<file path="src/rtl/lane_guard_pkg.sv">
package lane_guard_pkg;
   // default values of the per-lane control bits after any reset
   localparam logic DEF_ACTIVE = 1'b1;
   localparam logic DEF_INVERT = 1'b0;
   localparam logic DEF_SQ_EN  = 1'b1;
   localparam logic DEF_MARGIN = 1'b0;

   typedef struct packed {
      logic active;
      logic invert;
      logic sq_en;
      logic margin;
   } lane_ctl_t;

   localparam lane_ctl_t CTL_DEFAULT = '{active: DEF_ACTIVE, invert: DEF_INVERT,
                                         sq_en: DEF_SQ_EN, margin: DEF_MARGIN};
endpackage

</file>
<file path="src/rtl/lane_ctl_regs.sv">
module lane_ctl_regs
   import lane_guard_pkg::*;
#(
   parameter int LANES = 12
) (
   input  logic             clk,
   input  logic             rst_n,
   input  logic             ctl_rst,
   input  logic             we,
   input  logic [LANES-1:0] act_d,
   input  logic [LANES-1:0] inv_d,
   input  logic [LANES-1:0] sq_d,
   input  logic [LANES-1:0] mg_d,
   output lane_ctl_t        ctl_q [LANES]
);
   for (genvar g = 0; g < LANES; g++) begin : g_reg
      always_ff @(posedge clk or negedge rst_n) begin
         if (!rst_n)       ctl_q[g] <= CTL_DEFAULT;
         else if (ctl_rst) ctl_q[g] <= CTL_DEFAULT;
         else if (we)      ctl_q[g] <= '{active: act_d[g], invert: inv_d[g],
                                         sq_en: sq_d[g], margin: mg_d[g]};
      end

      p_ctl_reset_r8: assert property (@(posedge clk) disable iff (!rst_n)
         $past(ctl_rst) |-> ctl_q[g] == CTL_DEFAULT);
      p_cfg_load_r2: assert property (@(posedge clk) disable iff (!rst_n)
         ($past(we) && !$past(ctl_rst)) |-> ctl_q[g].active == $past(act_d[g]));
   end
endmodule

</file>
<file path="src/rtl/lane_fault_hold.sv">
module lane_fault_hold #(
   parameter int LANES = 12
) (
   input  logic             clk,
   input  logic             rst_n,
   input  logic             clr,
   input  logic [LANES-1:0] active,
   input  logic [LANES-1:0] fault,
   output logic [LANES-1:0] held
);
   always_ff @(posedge clk or negedge rst_n) begin
      if (!rst_n)   held <= '0;
      else if (clr) held <= '0;
      else          held <= (held | fault) & active;
   end

   for (genvar g = 0; g < LANES; g++) begin : g_chk
      p_fault_sticky_r5: assert property (@(posedge clk) disable iff (!rst_n)
         ($past(fault[g]) && !$past(clr) && $past(active[g])) |-> held[g]);
      p_fault_release_r6: assert property (@(posedge clk) disable iff (!rst_n)
         ($past(clr) || !$past(active[g])) |-> !held[g]);
   end
endmodule

</file>
<file path="src/rtl/lane_out_stage.sv">
module lane_out_stage #(
   parameter bit REG_OUT = 1'b1
) (
   input  logic clk,
   input  logic rst_n,
   input  logic din,
   input  logic inv,
   input  logic act,
   input  logic sq_en,
   input  logic los,
   input  logic fault_now,
   input  logic fault_held,
   output logic dout,
   output logic oe
);
   logic pass;
   logic dval;

   assign pass = act && !fault_now && !fault_held && !(los && sq_en);
   assign dval = pass ? (din ^ inv) : 1'b0;

   if (REG_OUT) begin : g_reg
      always_ff @(posedge clk or negedge rst_n) begin
         if (!rst_n) begin
            dout <= 1'b0;
            oe   <= 1'b0;
         end else begin
            dout <= dval;
            oe   <= pass;
         end
      end

      p_polarity_r1: assert property (@(posedge clk) disable iff (!rst_n)
         oe |-> dout == ($past(din) ^ $past(inv)));
      p_inactive_r3: assert property (@(posedge clk) disable iff (!rst_n)
         !$past(act) |-> (!oe && !dout));
      p_squelch_r4: assert property (@(posedge clk) disable iff (!rst_n)
         ($past(los) && $past(sq_en)) |-> !oe);
      p_fault_now_r5: assert property (@(posedge clk) disable iff (!rst_n)
         $past(fault_now) |-> !oe);
   end else begin : g_comb
      assign dout = dval;
      assign oe   = pass;
   end
endmodule

</file>
<file path="src/rtl/lane_guard.sv">
module lane_guard
   import lane_guard_pkg::*;
#(
   parameter int LANES   = 12,
   parameter bit REG_OUT = 1'b1
) (
   input  logic             clk,
   input  logic             rst_n,
   input  logic             ctl_rst,
   input  logic             cfg_we,
   input  logic [LANES-1:0] cfg_active,
   input  logic [LANES-1:0] cfg_invert,
   input  logic [LANES-1:0] cfg_sq_en,
   input  logic [LANES-1:0] cfg_margin,
   input  logic [LANES-1:0] lane_din,
   input  logic [LANES-1:0] lane_los,
   input  logic [LANES-1:0] lane_fault,
   output logic [LANES-1:0] lane_dout,
   output logic [LANES-1:0] lane_oe,
   output logic [LANES-1:0] margin_active
);
   localparam int MAX_LANES = 64;

   initial begin
      assert (LANES >= 1 && LANES <= MAX_LANES)
         else $error("lane_guard: LANES out of range");
   end

   lane_ctl_t        ctl [LANES];
   logic [LANES-1:0] act_v;
   logic [LANES-1:0] held;

   lane_ctl_regs #(.LANES(LANES)) u_regs (
      .clk(clk), .rst_n(rst_n), .ctl_rst(ctl_rst), .we(cfg_we),
      .act_d(cfg_active), .inv_d(cfg_invert), .sq_d(cfg_sq_en), .mg_d(cfg_margin),
      .ctl_q(ctl)
   );

   for (genvar g = 0; g < LANES; g++) begin : g_lane
      assign act_v[g]         = ctl[g].active;
      assign margin_active[g] = ctl[g].margin;

      lane_out_stage #(.REG_OUT(REG_OUT)) u_out (
         .clk(clk), .rst_n(rst_n),
         .din(lane_din[g]), .inv(ctl[g].invert), .act(ctl[g].active),
         .sq_en(ctl[g].sq_en), .los(lane_los[g]),
         .fault_now(lane_fault[g]), .fault_held(held[g]),
         .dout(lane_dout[g]), .oe(lane_oe[g])
      );
   end

   lane_fault_hold #(.LANES(LANES)) u_hold (
      .clk(clk), .rst_n(rst_n), .clr(ctl_rst),
      .active(act_v), .fault(lane_fault), .held(held)
   );

   p_margin_r7: assert property (@(posedge clk) disable iff (!rst_n)
      $past(ctl_rst) |-> margin_active == '0);
endmodule

</file>
<file path="config.mk">
export PLATFORM = sky130hd
export DESIGN_NAME = lane_guard
export DESIGN_NICKNAME = d
export VERILOG_FILES = /design/src/rtl/lane_guard_pkg.sv /design/src/rtl/lane_ctl_regs.sv /design/src/rtl/lane_fault_hold.sv /design/src/rtl/lane_out_stage.sv /design/src/rtl/lane_guard.sv
export SDC_FILE = /design/constraint.sdc
export NUM_CORES = 1
export LEC_CHECK = 0
export BUFFER_PORTS_ARGS = -buffer_cell sky130_fd_sc_hd__buf_2
export CAP_MARGIN = 15
export CORE_MARGIN = 2
export CORE_UTILIZATION = 54
export DETAILED_ROUTE_END_ITERATION = 8
export PLACE_DENSITY_LB_ADDON = 0.2
export SYNTH_ARGS = -nofsm -noshare
export SYNTH_HDL_FRONTEND = slang
export SYNTH_SLANG_ARGS = --single-unit
</file>
<file path="constraint.sdc">
create_clock -name clk -period 1.7 [get_ports clk]
set_input_delay 0.085 -clock clk [delete_from_list [all_inputs] [get_ports clk]]
set_output_delay 0.085 -clock clk [all_outputs]
set_load 0.02 [all_outputs]
</file>
==> run_results.csv <==
group,metric,value,unit
synth,syn_avg_cell_area,12.3,um^2
global_routing,grt_pass1_wl,12.5,mm
sta,slew_viol_final,0,
cells_and_area,drive_above_1_share,0.375,
cells_and_area,antenna_cells,0,
clock_network,insertion_delay,340,ps
synth,synth_top_family_by_area,"simple AND/OR/NAND/NOR gates",
placement,place_inst,456,
placement,portBuffers,123,
setup_path,critPathMaxStageDelay,390,ps
setup_path,path_cells,"buf_2",
detailed_routing,wire_per_inst,14.9,um
power,leakage,2.49,nW
global_routing,grt_pass1_vias,2796,
setup_path,worstPathArrival,900,ps
clock_network,root_buffer,"clkbuf_8",
sta,fmaxAchievable,1020,MHz
synth,yosysSeqAreaShare,0.594,
placement,placed_area,4070,um^2
setup_path,critPathLaunch,"u_regs.ctl_q[12]",
placement,gp_congestion,0.768,
run,max_cap_viol_count,0,
synth,synth_compound_area_frac,0.0586,
cells_and_area,instances_no_fill,517,
clock_network,clk_pin_slew,80,ps
synth,synth.distinct_cells,15,
cells_and_area,num-nets-final,523,
clock_network,clock-sinks,84,
sta,hold_viol,0,
sta,setup_violations,0,
clock_network,cts_made_buffers,9,
sta,slew-limit-headroom,0.688,
detailed_routing,wl,7.69,mm
clock_network,cts_tree,"built",
setup_path,worstPathRequired,1620,ps
die,io-pin-count,124,
die,start_util,0.562,
placement,hpwlAfterDp,4.64,mm
setup_path,cp-start-kind,"register",
die,core.rowCount,29,
sta,tightest_slew,468,ps
setup_path,crit_family,"flip-flops",
synth,synthesis.nets,379,
sta,period_minus_slack,981,ps
hold_path,hold_class,"input port to register",
detailed_routing,drtIter0Drc,108,
synth,synth_mux_area_frac,0.0669,
die,die_area,7310,um^2
run_status,status,"completed",
global_routing,track_usage,0.221,
setup_path,end_kind,"output pin",
detailed_routing,drtAntennaViolNets,0,
hold_path,min_from,"cfg_invert[10]",
global_routing,overflow,0,
clock_network,h-tree-depth,3,
setup_path,crit_type,"register to output pin",
die,die_y,85.5,um
clock_network,post_cts_resized,0,
setup_path,crit_path_max_fanout,2,
sta,period_share,0.577,
setup_path,critPathBufInv,1,
synth,synth_xor_area_frac,0.0293,
synth,postSynthCellCount,291,
die,coreArea,6390,um^2
global_routing,grt_max_degree,73,
power,vdd_drop_max,0.662,mV
clock_network,clockBufferDepth,2,
synth,ys_warn_count,0,
sta,fin_setup_tns,0,ps
sta,rsz0062_at_grt,"false",
cells_and_area,area_delta_synth_final,32.4,%
synth,netlist_area,3590,um^2
global_routing,antenna_found_initial,0,
sta,fin_skew,6.64,ps
synth,synth-seq-cells,84,
detailed_routing,drt_pass1_iterations,4,
detailed_routing,drcViolationCount,0,
detailed_routing,vias_per_cell,4.99,
power,pwr_density_cell,949,nW/um^2
cells_and_area,fin_area,4750,um^2
die,die_w,85.5,um
detailed_routing,vias,2578,
setup_path,crit_path_top_delay_cell,"dfrtp_1",
synth,yosys.area_share.simple,0.167,
synth,synth_fa_ha_area_frac,0,
setup_path,worstReg2RegStart,"u_regs.ctl_q[41]",
[Yosys cell counts, drive strengths merged]
cell type,count,area share
buf,32,0.076
xor2,12,0.029
nor3b,12,0.025
nand2,12,0.013
nor2b,24,0.042
nor2,36,0.038
and3,12,0.021
a211o,24,0.059
dfrtp,60,0.42
clkbuf,7,0.0073
dfstp,24,0.18
mux2i,24,0.067
and4,12,0.029
[state kept, by name, summed over array words and instances (netlist names)]
name	count
g_lane.u_out.dout	12
g_lane.u_out.oe	12
u_hold.held	12
u_regs.ctl_q	48
[where the power goes]
| group | internal [mW] | switching (mW) | leakage (nW) |
|---|---|---|---|
| registers | 2.15 | 0.0573 | 1.05 |
| clock network | 0.973 | 0.688 | 0.117 |
| logic | 0.320 | 0.320 | 1.33 |
[placed cells by master (no fill, tap or decap)]
master         instances
xor2_1                12
dlygate4sd3_1         45
bufinv_16              3
nor3b_1               12
a211o_1               24
nand2_1               12
nor2b_1               24
nor2_1                36
buf_2                122
buf_12                 3
clkbuf_1               2
clkbuf_8               9
and4_1                12
buf_4                  2
and3_1                12
clkinv_2               2
dfrtp_1               60
dfstp_2               24
mux2i_1               24
[layout make-up]
class,count,area (um^2)
sequential,84,2130
fill,451,1630
tap,77,96.3
multi-input combinational,168,1160
clock buffer,11,131
timing repair buffer,172,1140
clock inverter,5,100
[worst reg2reg max path: stages (launching register included)]
cell and delay (ps):
dfstp_2 540, nand2_1 60, and3_1 190
[logic make-up after synthesis]
group,after synthesis
compound gates,24
simple gates,108
flops,84
buf+inv,39
mux,24
xor+xnor,12
[through the flow]
stage | total power [mW] | worst slack [ps] | utilization | hold slack (ps)
3_5_place_dp | 2.80 | 706 | 0.637 | 69.3
6_report | 4.51 | 719 | 0.744 | 7.92
4_1_cts | 4.53 | 704 | 0.743 | 2.70
3_3_place_gp | 2.78 | 747 | 0.637 | 68.4
5_1_grt | 4.71 | 676 | 0.744 | 20.9
2_1_floorplan | 2.61 | 869 | - | -211
[path summary, 6_finish.rpt]
| kind | end | slack [ps] | cells after the start |
|---|---|---|---|
| worst max-delay path | margin_active[8] | 720 | 1 |
| worst min-delay path | u_regs.ctl_q[6] | 8 | 3 |
| worst max register to register | g_lane[1].u_out.oe | 800 | 2 |
| worst min register to register | u_regs.ctl_q[20] | 520 | 2 |
| max in group asynchronous | u_regs.ctl_q[23] | 780 | 3 |
| min in group asynchronous | u_regs.ctl_q[28] | 240 | 2 |
[timing repair]
item,CTS,global route
hold endpoints to repair,69,1
setup buffers,0,0
hold buffers,44,1
[routing by layer]
layer | wire [um] | global-route usage
met3 | 380 | 0.0577
met2 | 4030 | 0.396
met4 | 135 | 0.0794
met5 | 0 | 0
met1 | 3150 | 0.257
Power figures use the tool's default switching activity.
